**config.mk**
```make
export PLATFORM = sky130hd
export DESIGN_NAME = cfgwin_decoder
export DESIGN_NICKNAME = d
export VERILOG_FILES = /design/src/rtl/cfgwin_pkg.sv /design/src/rtl/cfgwin_regfile.sv /design/src/rtl/cfgwin_match.sv /design/src/rtl/cfgwin_fields.sv /design/src/rtl/cfgwin_decoder.sv
export SDC_FILE = /design/constraint.sdc
export NUM_CORES = 1
export LEC_CHECK = 0
export ABC_CLOCK_PERIOD_IN_PS = 2200
export BUFFER_PORTS_ARGS = -buffer_cell sky130_fd_sc_hd__buf_4
export CORE_AREA = 2 2 91 93
export DETAILED_ROUTE_END_ITERATION = 16
export DIE_AREA = 0 0 93 95
export HOLD_SLACK_MARGIN = 0.15
export PLACE_DENSITY = 0.64
export SLEW_MARGIN = 10
export SYNTH_ARGS = -nofsm -noshare
export SYNTH_HDL_FRONTEND = slang
export SYNTH_SLANG_ARGS = --single-unit
```
**constraint.sdc**
```tcl
create_clock -name clk -period 2.2 [get_ports clk]
set_input_delay 0 -clock clk [delete_from_list [all_inputs] [get_ports clk]]
set_output_delay 0 -clock clk [all_outputs]
set_load 0.01 [all_outputs]
```
**src/rtl/cfgwin_pkg.sv**
```systemverilog
package cfgwin_pkg;
  localparam int REG_W    = 64;
  localparam int ADDR_W   = 64;
  localparam int PA_W     = 39;
  localparam int BASE_LSB = 28;
  localparam int BUS_W    = 8;
  localparam int DEV_W    = 5;
  localparam int FN_W     = 3;
  localparam int OFS_W    = 12;

  typedef enum logic [1:0] {
    WIN_256M = 2'b00,
    WIN_128M = 2'b01,
    WIN_64M  = 2'b10,
    WIN_NONE = 2'b11
  } win_len_e;

  // Bits that software may change: enable, length code, base field.
  function automatic logic [REG_W-1:0] writable_mask();
    logic [REG_W-1:0] m;
    m = '0;
    m[2:0] = 3'b111;
    for (int i = BASE_LSB; i < PA_W; i++) m[i] = 1'b1;
    return m;
  endfunction
endpackage

```
**src/rtl/cfgwin_regfile.sv**
```systemverilog
module cfgwin_regfile
  import cfgwin_pkg::*;
#(
  parameter int W = REG_W
) (
  input  logic           clk,
  input  logic           rst,
  input  logic           lock,
  input  logic           wr_en,
  input  logic [W/8-1:0] wr_be,
  input  logic [W-1:0]   wr_data,
  output logic [W-1:0]   q
);
  localparam int NBYTES = W / 8;
  localparam logic [W-1:0] MASK = W'(writable_mask());

  logic [W-1:0] d;
  logic         wr_ok;

  assign wr_ok = wr_en && !lock;

  for (genvar b = 0; b < NBYTES; b++) begin : g_byte
    assign d[b*8 +: 8] = (wr_ok && wr_be[b]) ? (wr_data[b*8 +: 8] & MASK[b*8 +: 8])
                                             : q[b*8 +: 8];
  end

  always_ff @(posedge clk) begin
    if (rst) q <= '0;
    else     q <= d;
  end
endmodule

```
**src/rtl/cfgwin_match.sv**
```systemverilog
module cfgwin_match
  import cfgwin_pkg::*;
#(
  parameter int AW  = ADDR_W,
  parameter int PW  = PA_W,
  parameter int BL  = BASE_LSB
) (
  input  logic           req_valid,
  input  logic [AW-1:0]  req_addr,
  input  logic           enable,
  input  win_len_e       len,
  input  logic [PW-BL-1:0] base,
  output logic           hit
);
  logic upper_ok, base_ok, size_ok;

  if (AW > PW) begin : g_upper
    assign upper_ok = (req_addr[AW-1:PW] == '0);
  end else begin : g_noupper
    assign upper_ok = 1'b1;
  end

  assign base_ok = (req_addr[PW-1:BL] == base);

  always_comb begin
    unique case (len)
      WIN_256M: size_ok = 1'b1;
      WIN_128M: size_ok = !req_addr[BL-1];
      WIN_64M:  size_ok = (req_addr[BL-1:BL-2] == 2'b00);
      default:  size_ok = 1'b0;
    endcase
  end

  assign hit = req_valid && enable && upper_ok && base_ok && size_ok;
endmodule

```
**src/rtl/cfgwin_fields.sv**
```systemverilog
module cfgwin_fields
  import cfgwin_pkg::*;
#(
  parameter int BL = BASE_LSB
) (
  input  logic             hit,
  input  win_len_e         len,
  input  logic [BL-1:0]    addr_lo,
  output logic [BUS_W-1:0] bus,
  output logic [DEV_W-1:0] dev,
  output logic [FN_W-1:0]  fn,
  output logic [OFS_W-1:0] offset
);
  localparam int FN_LSB  = OFS_W;
  localparam int DEV_LSB = FN_LSB + FN_W;
  localparam int BUS_LSB = DEV_LSB + DEV_W;

  logic [BUS_W-1:0] bus_mask;

  always_comb begin
    unique case (len)
      WIN_128M: bus_mask = {1'b0, {(BUS_W-1){1'b1}}};
      WIN_64M:  bus_mask = {2'b00, {(BUS_W-2){1'b1}}};
      default:  bus_mask = '1;
    endcase
  end

  assign bus    = hit ? (addr_lo[BUS_LSB +: BUS_W] & bus_mask) : '0;
  assign dev    = hit ? addr_lo[DEV_LSB +: DEV_W] : '0;
  assign fn     = hit ? addr_lo[FN_LSB +: FN_W]   : '0;
  assign offset = hit ? addr_lo[0 +: OFS_W]       : '0;
endmodule

```
**src/rtl/cfgwin_decoder.sv**
```systemverilog
module cfgwin_decoder
  import cfgwin_pkg::*;
(
  input  logic               clk,
  input  logic               rst,
  input  logic               lock,
  input  logic               wr_en,
  input  logic [REG_W/8-1:0] wr_be,
  input  logic [REG_W-1:0]   wr_data,
  output logic [REG_W-1:0]   rd_data,
  input  logic               req_valid,
  input  logic [ADDR_W-1:0]  req_addr,
  output logic               hit,
  output logic [BUS_W-1:0]   bus,
  output logic [DEV_W-1:0]   dev,
  output logic [FN_W-1:0]    fn,
  output logic [OFS_W-1:0]   offset
);
  logic [REG_W-1:0] reg_q;
  win_len_e         len;

  cfgwin_regfile #(.W(REG_W)) u_reg (
    .clk(clk), .rst(rst), .lock(lock),
    .wr_en(wr_en), .wr_be(wr_be), .wr_data(wr_data),
    .q(reg_q)
  );

  assign len     = win_len_e'(reg_q[2:1]);
  assign rd_data = reg_q;

  cfgwin_match #(.AW(ADDR_W), .PW(PA_W), .BL(BASE_LSB)) u_match (
    .req_valid(req_valid), .req_addr(req_addr),
    .enable(reg_q[0]), .len(len), .base(reg_q[PA_W-1:BASE_LSB]),
    .hit(hit)
  );

  cfgwin_fields #(.BL(BASE_LSB)) u_fields (
    .hit(hit), .len(len), .addr_lo(req_addr[BASE_LSB-1:0]),
    .bus(bus), .dev(dev), .fn(fn), .offset(offset)
  );
endmodule

```
==> impl_metrics.yaml, run 1 <==
finish:
  syn2layout_area_growth_pct: 100
  multi_input_area_um2: 902
  largest_reg_flops: 14
  regMostFlops: "u_reg.q"
  fillCellCount: 823
  final_area_mm2: 0.00283
  final_core_util_pct: 35.7
  final_cell_mix: "buf_4 (133), conb_1 (50), dlygate4sd3_1 (42)"
  num-nets-final: 499
  diodes: 0
  drive_gt1_share_pct: 42.0
  seq_area_um2: 280
  final_cells: 457
  layout_commonest_cell: "buf_4"
  reg_top3: "u_reg.q: 14 flops"
routing:
  avgViaCountPerCell: 3.91
  ant_nets: 0
  detail_route.wl_per_cell_um: 12.1
  drt_iter0_drc: 33
  drc: 0
  dr.pass1.iters: 4
  vias: 1789
  routed_wl_um: 5510
place:
  place_area_mm2: 0.00232
  port_buffers: 128
  routabilityCongestion: 0.723
  detailed_place_hpwl_um: 3820
  place_inst: 410
floorplan:
  initial_utilization_pct: 17.9
  num_io_pins: 234
  dieArea_mm2: 0.00884
  die_w_um: 93
  die_h_um: 95
  core_area_mm2: 0.00793
  num_rows: 33
setup_path:
  crit_fanout: 15
  crit_type: "reg2out"
  worstSetupEndpointType: "output pin"
  critPathSlowestCell: "dfxtp_1"
  r2r_end: "u_reg.q[31]"
  worstPathRequired_ns: 2.20
  rr_worst_depth: 3
  max_stage_delay_ns: 0.31
  path_common_cell: "buf_4"
  r2r_start: "u_reg.q[31]"
  cp-start-kind: "register"
  arrival_ns: 2.09
  r2r_slack_ns: 0.89
  crit_chain: "ha_1, nor4_2, nand4_1, a2111oi_4, buf_4, buf_12, and4b_1, buf_4"
global_routing:
  grt_first_pass_wirelength_um: 7680
  grt_max_degree: 30
  antenna_found_initial: 0
  grt_overflow: 0
  grt_pass1_vias: 1657
  grt_util_all_layers_pct: 11.0
clock_network:
  root_buffer: "clkbuf_8"
  cts_tree: "yes"
  insertion_delay_ns: 0.24
  clkTransAtPathRegs_ns: 0.05
  clock_sinks: 14
  numCtsBuffers: 3
  cts.htree.levels: 1
  clock_path_buffers: 2
pwr:
  p_leak_nw: 1.45
  powerDensity_mw_per_mm2: 269
  vdd_drop_max_v: 0.000286
yosys:
  synth.cell_area_mm2: 0.00142
  yosysSeqAreaShare_pct: 19.8
  ys_warn_count: 0
  synth_area_per_cell_um2: 7.69
  synth_cell_types: 26
  yosys_register_bits: 14
  synth_cells: 184
worst_hold_path:
  min_path_type: "in2out"
  worstHoldStart: "req_addr[23]"
  whs_path_depth: 3
  min_to: "bus[3]"
timing:
  min_period_ns: 2.09
  max_freq_mhz: 477
  setup_viol_count_final: 0
  clock-skew-final_ns: 0
  finalCritPeriodShare_pct: 95.2
  maxSlewViolCount: 0
  finalHoldViolCount: 0
  rsz0062_at_grt: "false"
  tns_ns: 0
run_status:
  outcome: "finished, final reports clean"
flow_run:
  drv_cap: 0
logic make-up after synthesis:
family / Yosys count / synth area share (%)
AOI/OAI and AO/OA: 16 / 6.54
xor gates and xnor gates: 11 / 6.81
adders and majority gates: 4 / 3.54
buffers and inverters: 64 / 31.6
DFF: 14 / 19.8
other: 1 / 0.265
and+or+nand+nor: 74 / 31.5
per-stage QoR:
stage | hold WS [ns] | setup slack (ns) | power, W
5_1_grt | 0.324 | 0.00625 | 0.000801
4_1_cts | 0.310 | 0.0394 | 0.000755
6_report | 0.310 | 0.105 | 0.000760
3_5_place_dp | 0.273 | 0.323 | 0.000506
3_3_place_gp | 0.267 | 0.311 | 0.000503
2_1_floorplan | 0.0691 | 0.539 | 0.000427
timing repair:
| action | in CTS | in global routing |
|---|---|---|
| hold buffers | 42 | 0 |
| endpoints found under the hold margin | 14 | 0 |
| resized for setup | 0 | 4 |
| buffers inserted | 0 | 1 |
| endpoints found under the setup margin | 0 | 29 |
worst max-delay path, delay by kind of cell, from the launching register on:
family | cells | cell delay [ns]
simple gates | 3 | 0.58
fa+ha+maj | 1 | 0.22
compound gates | 1 | 0.30
buf+inv | 3 | 0.44
flops | 1 | 0.31
worst max path at each step:
stage | from | end | slack (ns)
3_5_place_dp | u_reg.q[1] | offset[10] | 0.32
5_1_grt | u_reg.q[1] | bus[7] | 0.006
2_1_floorplan | u_reg.q[1] | bus[0] | 0.54
4_1_cts | u_reg.q[1] | offset[10] | 0.04
6_report | u_reg.q[1] | bus[7] | 0.11
3_3_place_gp | u_reg.q[1] | offset[10] | 0.31
power by group:
| group | switching, W | total [W] | internal (W) |
|---|---|---|---|
| logic | 0.000116 | 0.000280 | 0.000165 |
| registers | 0.00000804 | 0.000270 | 0.000262 |
| clock network | 0.0000884 | 0.000210 | 0.000121 |
layer usage:
metal | vias up | global-route usage (%) | share of wire [%]
met2 | 113 | 21.7 | 55
met5 | - | 0 | 0
met1 | 804 | 11.3 | 34
met4 | 0 | 5.15 | 2.3
met3 | 10 | 1.52 | 8.3
li1 | 862 | - | -
Yosys cell counts:
master / instances / area [um^2]
buf_2: 2 / 10.0
and2_1: 1 / 6.26
xor2_1: 1 / 8.76
buf_6: 1 / 11.3
or4_1: 1 / 7.51
nor4_2: 2 / 25.0
a21oi_1: 14 / 70.1
and4b_1: 2 / 20.0
nand2_1: 17 / 63.8
dfxtp_1: 14 / 280
and3_1: 26 / 163
nor4b_2: 2 / 30.0
clkbuf_2: 1 / 5.00
nor2b_1: 2 / 12.5
clkbuf_1: 5 / 18.8
xnor2_1: 10 / 87.6
nor3_2: 1 / 10.0
buf_4: 52 / 390
nor4_1: 2 / 12.5
nand3_1: 14 / 70.1
nand4_1: 4 / 25.0
o21bai_1: 1 / 7.51
ha_1: 4 / 50.1
conb_1: 1 / 3.75
a2111oi_2: 1 / 15.0
inv_1: 3 / 11.3
final cells by class:
| type | count | share of cell area (%) |
|---|---|---|
| multi-input combinational | 155 | 31.9 |
| inverter | 3 | 0.398 |
| clock buffer | 3 | 1.46 |
| tap | 105 | 4.64 |
| sequential | 14 | 9.90 |
| timing repair buffer | 177 | 51.7 |
Power figures use the tool's default switching activity.
==> run 2: changes to the inputs <==
--- a/config.mk
+++ b/config.mk
@@ -5,13 +5,14 @@
 export SDC_FILE = /design/constraint.sdc
 export NUM_CORES = 1
 export LEC_CHECK = 0
+export ABC_AREA = 1
 export ABC_CLOCK_PERIOD_IN_PS = 2200
-export BUFFER_PORTS_ARGS = -buffer_cell sky130_fd_sc_hd__buf_4
+export BUFFER_PORTS_ARGS = -buffer_cell sky130_fd_sc_hd__buf_2
 export CORE_AREA = 2 2 91 93
 export DETAILED_ROUTE_END_ITERATION = 16
 export DIE_AREA = 0 0 93 95
 export HOLD_SLACK_MARGIN = 0.15
-export PLACE_DENSITY = 0.64
+export PLACE_DENSITY = 0.67
 export SLEW_MARGIN = 10
 export SYNTH_ARGS = -nofsm -noshare
 export SYNTH_HDL_FRONTEND = slang
==> run 2 against run 1 <==
Compared with the run above: final area is 14% lower; synthesized cell count is 44% higher; clock-buffer cell count stayed put; clock skew stayed put; die area stayed put; register-to-register slack worse by 0.04 ns; wire length is 16% lower; non-clock buffer count is 26 lower; power is 2.2% lower; core utilization is 5.2 points lower; first-iteration DRC count is 48% lower; critical endpoint is now offset[11].
==> impl_metrics.yaml, run 2 <==
run_status:
  outcome: "finished, final reports clean"
timing:
  maxSlewViolCount: 0
  setup_viol_count_final: 0
  clock-skew-final_ns: 0
  max_freq_mhz: 544
  finalCritPeriodShare_pct: 83.6
  tns_ns: 0
  min_period_ns: 1.84
  finalHoldViolCount: 0
  rsz0062_at_grt: "false"
  setup_slack_ns: 0.361
finish:
  regMostFlops: "u_reg.q"
  drive_gt1_share_pct: 34.7
  syn2layout_area_growth_pct: 50.7
  fillCellCount: 863
  largest_reg_flops: 14
  diodes: 0
  final_cell_mix: "buf_2 (128), nor2_1 (59), inv_1 (55)"
  num-nets-final: 559
  final_area_mm2: 0.00242
  seq_area_um2: 280
  reg_top3: "u_reg.q: 14 flops"
  multi_input_area_um2: 881
  layout_commonest_cell: "buf_2"
  final_cells: 517
routing:
  detail_route.wl_per_cell_um: 8.94
  vias: 1917
  routed_wl_um: 4620
  drc: 0
  ant_nets: 0
  drt_iter0_drc: 17
  dr.pass1.iters: 4
  avgViaCountPerCell: 3.71
global_routing:
  grt_util_all_layers_pct: 10.2
  grt_pass1_vias: 1782
  antenna_found_initial: 0
  grt_first_pass_wirelength_um: 7310
  grt_overflow: 0
  grt_max_degree: 30
yosys:
  synth_async_sr_flop_share_pct: 0
  synth_area_per_cell_um2: 6.06
  yosys_register_bits: 14
  synth_commonest_cells: "nor2_1 (59), inv_1 (55), buf_4 (51)"
  yosysSeqAreaShare_pct: 17.4
  ys_warn_count: 0
  synth.cell_area_mm2: 0.00161
  synth-edff-count: 0
  yosysMostFrequentCell: "nor2_1"
  synth_cell_types: 19
  synthTopCellsByArea: "buf_4 (24%), dfxtp_1 (17%), nor2_1 (14%)"
  synth_top_area_share_pct: 23.8
  synth_flop_cell: "dfxtp_1"
  synth_area_leader_cell: "buf_4"
  synth_cells: 265
setup_path:
  cp-startpoint: "u_reg.q[1]"
  worstPathRequired_ns: 2.20
  worstSetupEndpointType: "output pin"
  r2r_start: "u_reg.q[2]"
  path_common_cell: "nor2_1"
  max_stage_delay_ns: 0.34
  r2r_slack_ns: 0.85
  critPathSlowestCell: "dfxtp_1"
  cp-start-kind: "register"
  crit_type: "reg2out"
  crit_chain: "ha_1, nor2_1, nand2_1, nor2_1, nand2_1, nor2_1, nand3_2, buf_12, nor2_1, buf_2"
  arrival_ns: 1.84
  crit_fanout: 29
clock_network:
  post_cts_resized: 0
  insertion_delay_ns: 0.24
  cts_tree: "yes"
  hold_buffers: 22
  clock_path_buffers: 2
  numCtsBuffers: 3
  clock_sinks: 14
  root_buffer: "clkbuf_8"
  clkTransAtPathRegs_ns: 0.06
  cts.htree.levels: 1
  post_cts_buffers: 0
place:
  port_buffers: 128
  routabilityCongestion: 0.713
  detailed_place_hpwl_um: 3880
  place_inst: 492
  place_area_mm2: 0.00216
  dp_worst_setup_slack_ns: 0.586
flow_run:
  drv_cap: 0
floorplan:
  core_area_mm2: 0.00793
  die_w_um: 93
  num_rows: 33
  initial_utilization_pct: 20.3
  dieArea_mm2: 0.00884
  die_h_um: 95
  num_io_pins: 234
pwr:
  vdd_drop_max_v: 0.000258
  powerDensity_mw_per_mm2: 307
  power.total_w: 0.000743
  p_leak_nw: 1.52
worst_hold_path:
  min_path_type: "in2reg"
  worstHoldStart: "rst"
[run 2: cell count changes after synthesis, sizes merged, moves of 3 or more]
cell and change:
a21oi -13, o21ai +3, and3 -26, nand2 +27
xnor2 -10, nand4 -3, nor2 +68, nand3 -10
clkbuf -5, inv +52, a211oi +13, nor4 -4
[run 2: layout make-up]
cell class | instances | area share [%]
multi-input combinational | 189 | 36.4
clock buffer | 3 | 1.71
tap | 105 | 5.43
sequential | 14 | 11.6
timing repair buffer | 151 | 36.4
inverter | 55 | 8.53
[run 2: logic make-up after synthesis]
logic type	after synthesis	share of synthesized area, %
AO/OA/AOI/OAI	17	7.32
adder cells (fa/ha/maj)	4	3.12
buffers and inverters	111	39.5
flip-flops	14	17.4
other	1	0.233
AND/OR/NAND/NOR	118	32.4
[run 2: critical path, delay by kind of cell, from the launching register on]
family | cells | cell delay (ns)
DFF | 1 | 0.34
adders and majority gates | 1 | 0.20
and+or+nand+nor | 7 | 0.70
buffers and inverters | 2 | 0.35
[run 2: worst paths after layout]
kind / end / cells past startpoint
worst max-delay path: offset[11] / 10
worst min-delay path: u_reg.q[30] / 2
worst max register to register: u_reg.q[2] / 3
worst min register to register: u_reg.q[0] / 2
[run 2: power by group]
group | switching [W] | total (W) | internal [W]
Combinational | 0.000136 | 0.000253 | 0.000117
Clock | 0.0000926 | 0.000214 | 0.000121
Sequential | 0.00000973 | 0.000277 | 0.000267
[run 2: stage by stage]
stage	hold slack (ns)	util, %
after floorplan	0.0785	-
after global placement	0.277	27.2
after detailed placement	0.288	27.2
after CTS	0.150	30.5
after global routing	0.166	30.5
final	0.141	30.5
[run 2: per-layer routing]
layer	GRT usage, %	vias up	part of all wire [%]
li1	-	969	-
met1	10.5	819	37
met2	20.4	116	53
met3	1.52	13	8.5
met4	3.92	0	2.3
met5	0	-	0
